==> config.mk <==
export PLATFORM = sky130hd
export DESIGN_NAME = burstBusSeq
export DESIGN_NICKNAME = d
export VERILOG_FILES = /design/src/rtl/burstBusPkg.sv /design/src/rtl/burstBusDpath.sv /design/src/rtl/burstBusCtrl.sv /design/src/rtl/burstBusSeq.sv
export SDC_FILE = /design/constraint.sdc
export NUM_CORES = 1
export LEC_CHECK = 0
export BUFFER_PORTS_ARGS = -buffer_cell sky130_fd_sc_hd__clkbuf_2
export CORE_UTILIZATION = 55
export DETAILED_ROUTE_END_ITERATION = 10
export MAX_ROUTING_LAYER = met4
export PLACE_DENSITY_LB_ADDON = 0.2
export SLEW_MARGIN = 20
export SYNTH_ARGS = -nofsm -noshare
export SYNTH_HDL_FRONTEND = slang
export SYNTH_SLANG_ARGS = --single-unit
==> constraint.sdc <==
create_clock -name clk -period 3.19 [get_ports clk]
set_input_delay 0.319 -clock clk [delete_from_list [all_inputs] [get_ports clk]]
set_output_delay 0.319 -clock clk [all_outputs]
set_load 0.005 [all_outputs]
==> src/rtl/burstBusPkg.sv <==
`timescale 1ns/1ps
package burstBusPkg;

  typedef enum logic [1:0] {
    ST_IDLE,
    ST_ADDR,
    ST_DATA
  } seqState_t;

  // strobes from control to datapath
  typedef struct packed {
    logic take;      // latch a new request
    logic startAcc;  // size a new access, load wait counter
    logic tick;      // count down one wait clock
    logic word;      // one word moved
  } seqStrb_t;

endpackage

==> src/rtl/burstBusDpath.sv <==
`timescale 1ns/1ps
module burstBusDpath
  import burstBusPkg::*;
#(
  parameter int ADDR_W    = 16,
  parameter int LEN_W     = 6,
  parameter int WAIT_W    = 3,
  parameter int MAX_BURST = 4
) (
  input  logic              clk,
  input  logic              rstN,
  input  seqStrb_t          strb,
  input  logic [ADDR_W-1:0] reqAddr,
  input  logic [LEN_W-1:0]  reqLen,
  input  logic              reqWrite,
  input  logic              reqUser,
  input  logic              reqAtomic,
  input  logic [WAIT_W-1:0] cfgWaits,
  input  logic              cfgReadyEn,
  input  logic              cfgTermEn,
  output logic [ADDR_W-1:0] curAddr,
  output logic              waitZero,
  output logic              accLast,
  output logic              reqLast,
  output logic              rdyEn,
  output logic              termEn,
  output logic              isWrite,
  output logic              isUser,
  output logic              isAtomic
);

  localparam int ACC_W = $clog2(MAX_BURST + 1);
  localparam logic [LEN_W-1:0] BURST_LEN = LEN_W'(MAX_BURST);
  localparam logic [ACC_W-1:0] BURST_ACC = ACC_W'(MAX_BURST);

  logic [LEN_W-1:0]  remLeft;
  logic [ACC_W-1:0]  accLeft;
  logic [ACC_W-1:0]  accInit;
  logic [WAIT_W-1:0] waitCnt;
  logic [WAIT_W-1:0] waitCfg;

  assign accInit  = (remLeft > BURST_LEN) ? BURST_ACC : ACC_W'(remLeft);
  assign waitZero = (waitCnt == '0);
  assign accLast  = (accLeft == ACC_W'(1));
  assign reqLast  = (remLeft == LEN_W'(1));

  always_ff @(posedge clk or negedge rstN) begin
    if (!rstN) begin
      curAddr  <= '0;
      remLeft  <= '0;
      accLeft  <= '0;
      waitCnt  <= '0;
      waitCfg  <= '0;
      rdyEn    <= 1'b0;
      termEn   <= 1'b0;
      isWrite  <= 1'b0;
      isUser   <= 1'b1;
      isAtomic <= 1'b0;
    end else begin
      if (strb.take) begin
        curAddr  <= reqAddr;
        remLeft  <= reqLen;
        waitCfg  <= cfgWaits;
        rdyEn    <= cfgReadyEn;
        termEn   <= cfgTermEn;
        isWrite  <= reqWrite;
        isUser   <= reqUser;
        isAtomic <= reqAtomic;
      end
      if (strb.startAcc) begin
        accLeft <= accInit;
        waitCnt <= waitCfg;
      end
      if (strb.tick) begin
        waitCnt <= waitCnt - WAIT_W'(1);
      end
      if (strb.word) begin
        curAddr <= curAddr + ADDR_W'(1);
        remLeft <= remLeft - LEN_W'(1);
        accLeft <= accLeft - ACC_W'(1);
        waitCnt <= waitCfg;
      end
    end
  end


  word_in_req_chk: assert property (@(posedge clk) disable iff (!rstN)
    strb.word |-> (remLeft != '0 && accLeft != '0));


  wait_tick_chk: assert property (@(posedge clk) disable iff (!rstN)
    strb.tick |-> (waitCnt != '0));


  acc_size_chk: assert property (@(posedge clk) disable iff (!rstN)
    strb.startAcc |=> (accLeft != '0 && accLeft <= BURST_ACC));

endmodule

==> src/rtl/burstBusCtrl.sv <==
`timescale 1ns/1ps
module burstBusCtrl
  import burstBusPkg::*;
(
  input  logic     clk,
  input  logic     rstN,
  input  logic     reqValid,
  input  logic     reqLenNz,
  input  logic     waitZero,
  input  logic     accLast,
  input  logic     reqLast,
  input  logic     rdyEn,
  input  logic     termEn,
  input  logic     isAtomic,
  input  logic     memReadyN,
  input  logic     burstStopN,
  output seqStrb_t strb,
  output logic     reqReady,
  output logic     addrStrobeN,
  output logic     waitStateN,
  output logic     burstLastN,
  output logic     dataEnN,
  output logic     busLockN,
  output logic     wordStrobe
);

  seqState_t state;
  seqState_t nextState;
  logic      denHeld;
  logic      rdyOk;
  logic      termOk;

  always_comb begin
    strb      = '0;
    nextState = state;
    rdyOk     = !rdyEn || !memReadyN;
    termOk    = termEn && !burstStopN && !accLast;
    unique case (state)
      ST_IDLE: begin
        if (reqValid && reqLenNz) begin
          strb.take = 1'b1;
          nextState = ST_ADDR;
        end
      end
      ST_ADDR: begin
        strb.startAcc = 1'b1;
        nextState     = ST_DATA;
      end
      ST_DATA: begin
        if (!waitZero) begin
          strb.tick = 1'b1;
        end else begin
          strb.word = rdyOk;
          if (rdyOk && reqLast) begin
            nextState = ST_IDLE;
          end else if (rdyOk && accLast) begin
            nextState = ST_ADDR;
          end else if (termOk) begin
            nextState = ST_ADDR;
          end
        end
      end
      default: nextState = ST_IDLE;
    endcase
  end

  always_ff @(posedge clk or negedge rstN) begin
    if (!rstN) begin
      state   <= ST_IDLE;
      denHeld <= 1'b0;
    end else begin
      state <= nextState;
      if (state == ST_IDLE) begin
        denHeld <= 1'b0;
      end else if (state == ST_DATA) begin
        denHeld <= 1'b1;
      end
    end
  end

  assign reqReady    = (state == ST_IDLE);
  assign addrStrobeN = (state != ST_ADDR);
  assign waitStateN  = !(state == ST_DATA && !waitZero);
  assign burstLastN  = !(state == ST_DATA && waitZero && accLast);
  assign dataEnN     = !(state == ST_DATA || (state == ST_ADDR && denHeld));
  assign busLockN    = !(state != ST_IDLE && isAtomic);
  assign wordStrobe  = strb.word;


  strobe_one_clk_chk: assert property (@(posedge clk) disable iff (!rstN)
    !addrStrobeN |=> addrStrobeN);


  ready_gate_chk: assert property (@(posedge clk) disable iff (!rstN)
    (wordStrobe && rdyEn) |-> !memReadyN);


  last_hold_chk: assert property (@(posedge clk) disable iff (!rstN)
    (!burstLastN && !wordStrobe) |=> !burstLastN);


  last_release_chk: assert property (@(posedge clk) disable iff (!rstN)
    (!burstLastN && wordStrobe) |=> burstLastN);


  lock_release_chk: assert property (@(posedge clk) disable iff (!rstN)
    $rose(busLockN) |-> $rose(burstLastN));


  den_span_chk: assert property (@(posedge clk) disable iff (!rstN)
    (!addrStrobeN && !dataEnN) |-> $past(!dataEnN));


  zero_len_chk: assert property (@(posedge clk) disable iff (!rstN)
    (reqReady && !(reqValid && reqLenNz)) |=> reqReady);

endmodule

==> src/rtl/burstBusSeq.sv <==
`timescale 1ns/1ps
module burstBusSeq
  import burstBusPkg::*;
#(
  parameter int ADDR_W    = 16,
  parameter int LEN_W     = 6,
  parameter int WAIT_W    = 3,
  parameter int MAX_BURST = 4
) (
  input  logic              clk,
  input  logic              rstN,
  input  logic              reqValid,
  output logic              reqReady,
  input  logic [ADDR_W-1:0] reqAddr,
  input  logic [LEN_W-1:0]  reqLen,
  input  logic              reqWrite,
  input  logic              reqUser,
  input  logic              reqAtomic,
  input  logic [WAIT_W-1:0] cfgWaits,
  input  logic              cfgReadyEn,
  input  logic              cfgTermEn,
  input  logic              memReadyN,
  input  logic              burstStopN,
  output logic [ADDR_W-1:0] busAddr,
  output logic              addrStrobeN,
  output logic              burstLastN,
  output logic              waitStateN,
  output logic              xmitDir,
  output logic              dataEnN,
  output logic              busLockN,
  output logic              privUser,
  output logic              wordStrobe
);

  seqStrb_t strb;
  logic     waitZero;
  logic     accLast;
  logic     reqLast;
  logic     rdyEn;
  logic     termEn;
  logic     isAtomic;
  logic     reqLenNz;

  assign reqLenNz = (reqLen != '0);

  burstBusCtrl ctrl_i (
    .clk        (clk),
    .rstN       (rstN),
    .reqValid   (reqValid),
    .reqLenNz   (reqLenNz),
    .waitZero   (waitZero),
    .accLast    (accLast),
    .reqLast    (reqLast),
    .rdyEn      (rdyEn),
    .termEn     (termEn),
    .isAtomic   (isAtomic),
    .memReadyN  (memReadyN),
    .burstStopN (burstStopN),
    .strb       (strb),
    .reqReady   (reqReady),
    .addrStrobeN(addrStrobeN),
    .waitStateN (waitStateN),
    .burstLastN (burstLastN),
    .dataEnN    (dataEnN),
    .busLockN   (busLockN),
    .wordStrobe (wordStrobe)
  );

  burstBusDpath #(
    .ADDR_W   (ADDR_W),
    .LEN_W    (LEN_W),
    .WAIT_W   (WAIT_W),
    .MAX_BURST(MAX_BURST)
  ) dpath_i (
    .clk       (clk),
    .rstN      (rstN),
    .strb      (strb),
    .reqAddr   (reqAddr),
    .reqLen    (reqLen),
    .reqWrite  (reqWrite),
    .reqUser   (reqUser),
    .reqAtomic (reqAtomic),
    .cfgWaits  (cfgWaits),
    .cfgReadyEn(cfgReadyEn),
    .cfgTermEn (cfgTermEn),
    .curAddr   (busAddr),
    .waitZero  (waitZero),
    .accLast   (accLast),
    .reqLast   (reqLast),
    .rdyEn     (rdyEn),
    .termEn    (termEn),
    .isWrite   (xmitDir),
    .isUser    (privUser),
    .isAtomic  (isAtomic)
  );


  dir_stable_chk: assert property (@(posedge clk) disable iff (!rstN)
    (!dataEnN && $past(!dataEnN)) |-> $stable(xmitDir));

endmodule

# After elaboration in Yosys (flattened, before gate mapping)
# Index checks and enable logic that the tools add are counted.
totals:
  ff_bits: 39
  input_bits: 35
  output_inout_bits: 25
  wordCells: 79
op_classes:
  add_sub_neg: 4
  magnitude_cmp: 1
  n_eq_ne: 8
  mux: 24
  reduce_logical: 30
ops:
  columns: ["op", "count"]
  rows:
  - ["16-bit two-way mux", 2]
  - ["3-bit two-way mux", 6]
  - ["16-bit by 1-bit adder with 16-bit output (second input constant)", 1]
  - ["2-bit two-way mux", 6]
  - ["6-bit two-way mux", 2]
  - ["1-bit logical AND", 10]
  - ["1-bit logical NOT", 9]
  - ["2-bit nonzero test", 4]
  - ["1-bit two-way mux", 7]
  - ["6-bit by 1-bit equality test with 1-bit output (second input constant)", 1]
  - ["6-bit by 3-bit > comparator with 1-bit output (second input constant)", 1]
  - ["2-bit by 1-bit != test with 1-bit output (second input constant)", 3]
  - ["2-bit one-hot mux with 3 select lines", 1]
  - ["6-bit nonzero test", 1]
  - ["3-bit by 1-bit subtractor with 3-bit output (second input constant)", 2]
  - ["6-bit by 1-bit subtractor with 6-bit output (second input constant)", 1]
  - ["4-bit by 1-bit != test with 1-bit output (second input constant)", 1]
  - ["3-bit by 1-bit equality test with 1-bit output (second input constant)", 1]
  - ["3-bit logical NOT", 1]
  - ["3-bit AND reduction", 1]
  - ["3-bit nonzero test", 1]
  - ["2-bit by 1-bit equality test with 1-bit output (second input constant)", 1]
  - ["2-bit equality test (second input constant)", 1]
  - ["2-bit logical NOT", 1]
  - ["1-bit logical OR", 2]

# Logic depth before layout (Yosys ltp)
# Gate-level depths: netlist of run 1.
logic_depth:
  word_depth: 8
  mapped_depth: 8

# Modules after synthesis
# From an unflattened synthesis of run 1, not the netlist that was laid out.
unflattened:
  hier_cells: 247
  area_unflattened_um2: 2358.5
modules_own_cells:
  columns: ["mod", "n_inst", "cells_per_inst", "area_per_inst_um2", "seq_area_each_um2"]
  rows:
  - ["burstBusDpath", 1, 216, 2118.3, 902.1]
  - ["burstBusCtrl", 1, 28, 226.5, 75.1]
  - ["burstBusSeq", 1, 3, 13.8, 0.0]

# Worst setup path after synthesis of run 1
# OpenSTA, ideal clock, no wires.
synth_path:
  path_type: "register -> register"
  startpoint: "register dpath_i.waitCnt[0]"
  endpoint: "register dpath_i.curAddr[14]"
  setup_ns: 0.123
  t_arrival_ns: 1.756
  path_slack_ns: 1.311
  path_stages_with_launch: 9
  path_buffers: 1
  synth_period_minus_slack_ns: 1.879
  cell_sequence: "dfrtp_1 -> inv_1 -> ha_1 -> and4bb_1 -> buf_2 -> nand2_2 -> inv_2 -> mux2_2 -> o221a_1"
synth_via:
  elab_chain_cells: 4
  elab_cells_between_ends: 5
synth_lines:
  columns: ["element", "line_no", "source"]
  rows:
  - ["from (decl)", "burstBusDpath.sv:39", "logic [WAIT_W-1:0] waitCnt;"]
  - ["from (signal assigned)", "burstBusDpath.sv:72", "waitCnt <= waitCfg;"]
  - ["from (signal assigned)", "burstBusDpath.sv:75", "waitCnt <= waitCnt - WAIT_W'(1);"]
  - ["from (signal assigned)", "burstBusDpath.sv:81", "waitCnt <= waitCfg;"]
  - ["3-bit logical NOT (*)", "burstBusDpath.sv:43", "assign waitZero = (waitCnt == '0);"]
  - ["1-bit two-way mux (*)", "burstBusCtrl.sv:50", "if (!waitZero) begin"]
  - ["2-bit two-way mux (*)", "burstBusCtrl.sv:38", "unique case (state)"]
  - ["named net wordStrobe", "burstBusSeq.sv:32", "output logic wordStrobe"]
  - ["16-bit two-way mux / 2-bit nonzero test (equally long branches)", null, null]
  - ["to (signal assigned)", "burstBusDpath.sv:61", "curAddr <= reqAddr;"]
  - ["to (signal assigned)", "burstBusDpath.sv:78", "curAddr <= curAddr + ADDR_W'(1);"]
  - ["to (decl)", "burstBusDpath.sv:21", "output logic [ADDR_W-1:0] curAddr,"]
# The timed path passes the listed nets; every way through them passes the cells marked *.
# A chain may end at the register's enable or synchronous reset.

# Worst setup path in the final report of run 1
layout_path:
  startpoint: "register dpath_i.waitCnt[0]"
  endpoint: "output port wordStrobe"
layout_via:
  elab_chain_cells: 3
layout_lines:
  columns: ["element", "line_no"]
  rows:
  - ["3-bit logical NOT", "burstBusDpath.sv:43"]
  - ["1-bit two-way mux", "burstBusCtrl.sv:50"]
  - ["2-bit two-way mux", "burstBusCtrl.sv:38"]
  - ["to (decl)", "burstBusSeq.sv:32"]
# No other way between the ends.

==> results of run 1 <==
## flip-flops by register name, indices dropped and copies added, names as in the netlist, 2 cells and up
name             flops
dpath_i.waitCnt      3
dpath_i.curAddr     16
dpath_i.waitCfg      3
dpath_i.remLeft      6
ctrl_i.state         2
dpath_i.accLeft      3
## through the flow
stage               total power [mW]  worst slack, ns  util (%)  hold slack [ns]
finish                         2.398           0.9520     70.11           0.1254
global route                   2.594           0.8062     70.11           0.1973
CTS                            2.397           0.9655     70.11           0.1873
detailed placement             1.949            1.068     66.99           0.4574
global placement               1.919            1.141     66.99           0.4499
floorplan                      1.607            1.311         -          0.02341
## cell type report
class	count	area share (%)
inverter	13	1.846
timing repair buffer	60	11.45
clock inverter	2	1.325
multi-input combinational	180	43.02
tap	48	2.272
sequential	39	36.96
clock buffer	6	3.124
## Yosys cell counts (2+ instances only)
library cell | n | area share [%]
buf_4 | 2 | 0.68
mux2i_1 | 4 | 1.8
or3_1 | 3 | 0.84
ha_1 | 8 | 4.5
nor2b_1 | 3 | 0.84
o311ai_0 | 5 | 2.0
nor3b_1 | 2 | 0.68
inv_1 | 12 | 2.0
a21oi_1 | 4 | 0.90
o21ai_0 | 4 | 0.90
a311oi_1 | 6 | 2.4
a31oi_1 | 2 | 0.56
a211oi_1 | 7 | 2.4
o211ai_1 | 11 | 3.7
buf_1 | 2 | 0.34
and3_1 | 4 | 1.1
nand3_1 | 14 | 3.2
and2_1 | 3 | 0.84
nand2_1 | 43 | 7.3
o22ai_1 | 2 | 0.56
nor4_1 | 3 | 0.84
buf_2 | 5 | 1.1
nand4_1 | 6 | 1.7
dfrtp_1 | 38 | 43
nor3_1 | 5 | 1.1
nand2b_1 | 3 | 0.84
nor2_1 | 19 | 3.2
## cell families (layout without fill, tap and decap cells)
logic type               count (synthesis)  after routing  synth area share (%)
multiplexers                             5              5                 2.309
adder cells (fa/ha/maj)                  8              8                 4.505
AO/OA/AOI/OAI                           52             52                 18.86
AND/OR/NAND/NOR                        115            115                 25.51
flip-flops                              39             39                 43.98
buffers and inverters                   23             81                 4.842
## power by group through the flow
stage / Clock, mW / Sequential [mW] / Combinational [mW]
after global placement: 0 / 0.984 / 0.935
final: 0.435 / 0.992 / 0.971
after CTS: 0.438 / 0.984 / 0.975
after detailed placement: 0 / 0.989 / 0.960
after global routing: 0.458 / 1.02 / 1.11
after floorplan: 0 / 0.935 / 0.673
## layer usage
layer / vias up / global-route usage (%) / share of wire [%]
li1: 1002 / - / -
met1: 988 / 40.38 / 48
met2: 74 / 39.95 / 46
met3: 10 / 3.993 / 5.0
met4: 0 / 8.967 / 1.5
met5: - / - / 0
## path summary, 6_finish.rpt
kind	from	endpoint	cells past startpoint	slack (ns)
setup reg to reg	dpath_i.waitCnt[0]	dpath_i.curAddr[14]	7	1.04
setup / recovery	dpath_i.waitCnt[0]	wordStrobe	6	0.95
min in group clk	reqUser	dpath_i.isUser	3	0.19
hold reg to reg	dpath_i.isUser	dpath_i.isUser	2	0.47
hold / removal	rstN	dpath_i.curAddr[6]	1	0.13
max in group asynchronous	rstN	dpath_i.accLeft[2]	1	2.52
## worst register-to-register path: stages, from the launching register on
cell      delay, ns
dfrtp_1        0.36
inv_1          0.11
ha_1           0.20
and4bb_1       0.38
nand2_2        0.22
inv_2          0.21
mux2_2         0.35
o221a_1        0.22
==> impl_metrics.yaml, run 1 <==
status:
  status: "complete, no violations"
synthesis:
  yosysUniqueCellTypes: 49
  synth_edf_count: 0
  yosys_warnings: 0
  synthCells: 242
  ys_seq_elements: 39
  synth-async-reset-ratio_pct: 100.0
  synth_area_per_cell_um2: 9.182
  ys_seq_area_share_pct: 43.98
  synth_nets: 285
  synthFlopType: "dfrtp_1"
  netlist_area_mm2: 0.002222
timing:
  setup_violations: 0
  hold_viol_final: 0
  max_freq_mhz: 446.8
  fin_worst_skew_ns: 0.007428
  rsz0062_at_grt: "false"
  drv_slew: 0
  finalCriticalPeriod_ns: 2.238
  maxSlewHeadroom_pct: 43.10
  fin_setup_tns_ns: 0
  worst_slew_pin_slew_ns: 0.8534
  fin_crit_sh_pct: 70.16
global_route:
  track_usage_pct: 27.81
  grt_pass1_vias: 1888
  grt_pass1_wl_um: 8894
  grt_antenna_before_repair: 0
  grt_max_degree: 40
  overflow: 0
floorplanning:
  row_count: 22
  start_util_pct: 58.93
  die_area_mm2: 0.004298
  pin_count: 60
  die_h_um: 65.56
  core_area_mm2: 0.003771
  die-width_um: 65.56
pwr:
  p_comb_share_pct: 40.5
  irDropWorstVdd_v: 0.0004403
  leakage_nw: 1.240
  p_clk_share_pct: 18.2
  p_per_area_mw_per_mm2: 907.2
  seqPwrFrac_pct: 41.4
  power.switching_mw: 0.9618
  internal_power_mw: 1.437
  swShare_pct: 40.10
cts:
  clk_pin_slew_ns: 0.08
  cts_setup_buffers: 0
  tritoncts: "built"
  cts-root-buf: "clkbuf_8"
  cts_resized: 0
  cts.htree.levels: 2
  cts.sinks: 39
  clk_path_buf_depth: 2
  numCtsBuffers: 5
  clk_latency_ns: 0.30
  hold_buffers: 0
critical_path:
  cp_cell_sequence: "inv_1, ha_1, and4bb_1, nand2_2, inv_2, clkbuf_2"
  critical-path-top-delay-family: "simple AND/OR/NAND/NOR gates"
  critPathKind: "flop to output port"
  worstPathRequired_ns: 2.87
  cp.arrival_ns: 1.92
  start_kind: "flop"
  crit_buf_inv: 3
  crit_slowest_cell: "and4bb_1"
  cp-end-kind: "output port"
  slowest_delay_ns: 0.38
  cp_max_fo: 10
place:
  dp_hpwl_um: 3719
  gp_congestion: 0.8331
  dpl_cell_area_mm2: 0.002526
  port_buffers: 59
  dpl.cell_count: 340
worst_hold_path:
  worstHoldPathType: "input pin to asynchronous set/reset pin"
finish:
  regArea_um2: 977.2
  final_common_cell: "clkbuf_2"
  fin_area_mm2: 0.002644
  instances_no_fill: 348
  final_cell_mix: "clkbuf_2 (58), nand2_1 (43), dfrtp_1 (38)"
  diodes: 0
  area_growth_pct: 18.98
  drive_gt1_share_pct: 26.00
  fin_nets: 342
  multiInputGateArea_mm2: 0.001137
  n_fill_cell: 306
detailed_routing:
  num_vias: 2074
  drc: 0
  via_per_inst: 5.960
  wl_per_cell_um: 15.03
  routed_wl_um: 5232
  firstDrtPassIters: 4
  drt-initial-drc-count: 150
  antenna_left: 0
flow_run:
  max_cap_violations: 0
(Power assumes the default switching activity.)
==> inputs of run 2 (changes only) <==
--- a/config.mk
+++ b/config.mk
@@ -6,7 +6,7 @@
 export NUM_CORES = 1
 export LEC_CHECK = 0
 export BUFFER_PORTS_ARGS = -buffer_cell sky130_fd_sc_hd__clkbuf_2
-export CORE_UTILIZATION = 55
+export CORE_UTILIZATION = 52
 export DETAILED_ROUTE_END_ITERATION = 10
 export MAX_ROUTING_LAYER = met4
 export PLACE_DENSITY_LB_ADDON = 0.2
==> constraint.sdc (replaced) <==
create_clock -name clk -period 2.15 [get_ports clk]
set_input_delay 0.215 -clock clk [delete_from_list [all_inputs] [get_ports clk]]
set_output_delay 0.215 -clock clk [all_outputs]
set_load 0.005 [all_outputs]
==> run 2 against run 1 <==
Compared with the run above:
- sequential share of layout area decreased by 1.1 points
- combinational power increased by 57%
- wire length rose by 7.5%
- clock-buffer cell count unchanged
- hold slack got worse by 0.035 ns
- setup slack got worse by 0.81 ns
- sequential power is 48% higher
- final cell count increased by 2.9%
- critical path depth up 1
- clock power rose by 49%
- die area up 5.6%
- first-iteration DRC count rose by 6.0%
- highest routed layer unchanged
==> impl_metrics.yaml, run 2 (synthesis gave the netlist of run 1 again) <==
status:
  status: "complete, no violations"
timing:
  fin_worst_skew_ns: 0.006837
  finalCriticalPeriod_ns: 2.006
  setup_violations: 0
  maxSlewHeadroom_pct: 56.60
  fin_setup_tns_ns: 0
  rsz0062_at_grt: "false"
  fin_crit_sh_pct: 93.28
  drv_slew: 0
  hold_viol_final: 0
  worst_slew_pin_slew_ns: 0.6346
  fin_ws_ns: 0.1444
  max_freq_mhz: 498.6
finish:
  fin_nets: 350
  final_common_cell: "clkbuf_2"
  largest_reg_flops: 16
  drive_gt1_share_pct: 27.92
  n_fill_cell: 339
  area_growth_pct: 22.47
  diodes: 0
  top_register: "dpath_i.curAddr"
  top_regs: "dpath_i.curAddr (16), dpath_i.remLeft (6)"
  final_cell_mix: "clkbuf_2 (59), nand2_1 (43), dfrtp_1 (38)"
cts:
  cts.htree.levels: 2
  cts_setup_buffers: 0
  clk_latency_ns: 0.30
  clk_path_buf_depth: 2
  clk_pin_slew_ns: 0.08
  cts-root-buf: "clkbuf_8"
  numCtsBuffers: 5
  tritoncts: "built"
  cts.sinks: 39
place:
  port_buffers: 59
  dp_hpwl_um: 4072
  pre_cts_ws_ns: 0.2233
  gp_congestion: 0.8471
detailed_routing:
  wl_per_cell_um: 15.71
  firstDrtPassIters: 4
  antenna_left: 0
  num_vias: 2129
  routed_wl_um: 5624
  drc: 0
  drt-initial-drc-count: 159
  via_per_inst: 5.947
pwr:
  p_per_area_mw_per_mm2: 1334
  irDropWorstVdd_v: 0.0007043
  leakage_nw: 1.282
  p_comb_share_pct: 41.8
  p_clk_share_pct: 17.8
  swShare_pct: 40.00
  internal_power_mw: 2.179
  power.switching_mw: 1.452
  seqPwrFrac_pct: 40.4
floorplanning:
  pin_count: 60
  core_area_mm2: 0.004058
  die_area_mm2: 0.004539
  start_util_pct: 54.76
  row_count: 23
  die_h_um: 67.37
  die-width_um: 67.37
flow_run:
  max_cap_violations: 0
global_route:
  track_usage_pct: 28.21
  grt_max_degree: 31
  grt_pass1_vias: 2002
  grt_pass1_wl_um: 9094
  overflow: 0
  grt_antenna_before_repair: 0
worst_hold_path:
  hold_start: "reqUser"
  worstHoldPathType: "input pin to flop"
critical_path:
  worstPathRequired_ns: 1.93
  cp-startpoint: "dpath_i.waitCnt[0]"
  cp_max_fo: 8
  regToRegStartpoint: "dpath_i.waitCnt[0]"
  start_kind: "flop"
  cp.arrival_ns: 1.79
  cp-end-kind: "output port"
  critPathKind: "flop to output port"
run 2: cell types whose count changed in the layout (fill, tap and decap cells not counted), sizes merged:
cell	change
dlygate4sd3	+1
buf	+6
clkbuf	+1
run 2: final cells by class:
| type | count | area [µm²] | share of cell area (%) |
|---|---|---|---|
| multi-input cells | 180 | 1137 | 41.79 |
| flip-flops and latches | 39 | 977.2 | 35.91 |
| repair buffers | 68 | 377.9 | 13.89 |
| clock buffers | 6 | 82.58 | 3.034 |
| well taps | 50 | 62.56 | 2.299 |
| inverters | 13 | 48.80 | 1.793 |
| clock inverters | 2 | 35.03 | 1.287 |
run 2: worst paths after layout:
kind                       slack (ns)                  end  depth (start not counted)
max                              0.14           wordStrobe                          7
min                              0.09       dpath_i.isUser                          3
max reg2reg                      0.19  dpath_i.curAddr[12]                          6
min reg2reg                      0.46       dpath_i.isUser                          2
max in group asynchronous        1.16       dpath_i.isUser                          3
min in group asynchronous        0.36   dpath_i.curAddr[6]                          2
run 2: power groups by stage:
stage / Sequential (mW) / Clock, mW / Combinational [mW]
2_1_floorplan: 1.39 / 0 / 0.998
4_1_cts: 1.46 / 0.657 / 1.52
3_3_place_gp: 1.45 / 0 / 1.45
5_1_grt: 1.52 / 0.687 / 1.72
6_report: 1.47 / 0.646 / 1.52
3_5_place_dp: 1.47 / 0 / 1.51
run 2: critical path, stage by stage, from the launching register on:
cell and delay [ns]:
dfrtp_1 0.37, inv_1 0.11, ha_1 0.21, and4bb_2 0.37, nand2_2 0.09, inv_2 0.07
buf_4 0.16, clkbuf_2 0.13
run 2: metrics by stage:
stage	total power, mW	instances	hold slack [ns]	utilization (%)	instance area, µm²
6_report	3.631	358	0.09084	67.07	2721
3_5_place_dp	2.974	349	0.1489	63.92	2594
4_1_cts	3.635	358	0.09358	67.07	2721
5_1_grt	3.921	358	0.09030	67.07	2721
2_1_floorplan	2.385	242	-0.08059	-	2222
3_3_place_gp	2.907	349	0.1469	63.92	2594
run 2: repair_timing:
action,in CTS,in global routing
endpoints found under the hold margin,12,0
gates resized for setup,0,1
hold buffers,1,0
endpoints found under the setup margin,0,1
run 2: per-layer routing:
layer	share of wire (%)	GRT usage, %	vias up
li1	-	-	1017
met1	43	34.36	1023
met2	49	45.00	80
met3	6.3	6.081	9
met4	1.7	11.97	0
met5	0	-	-
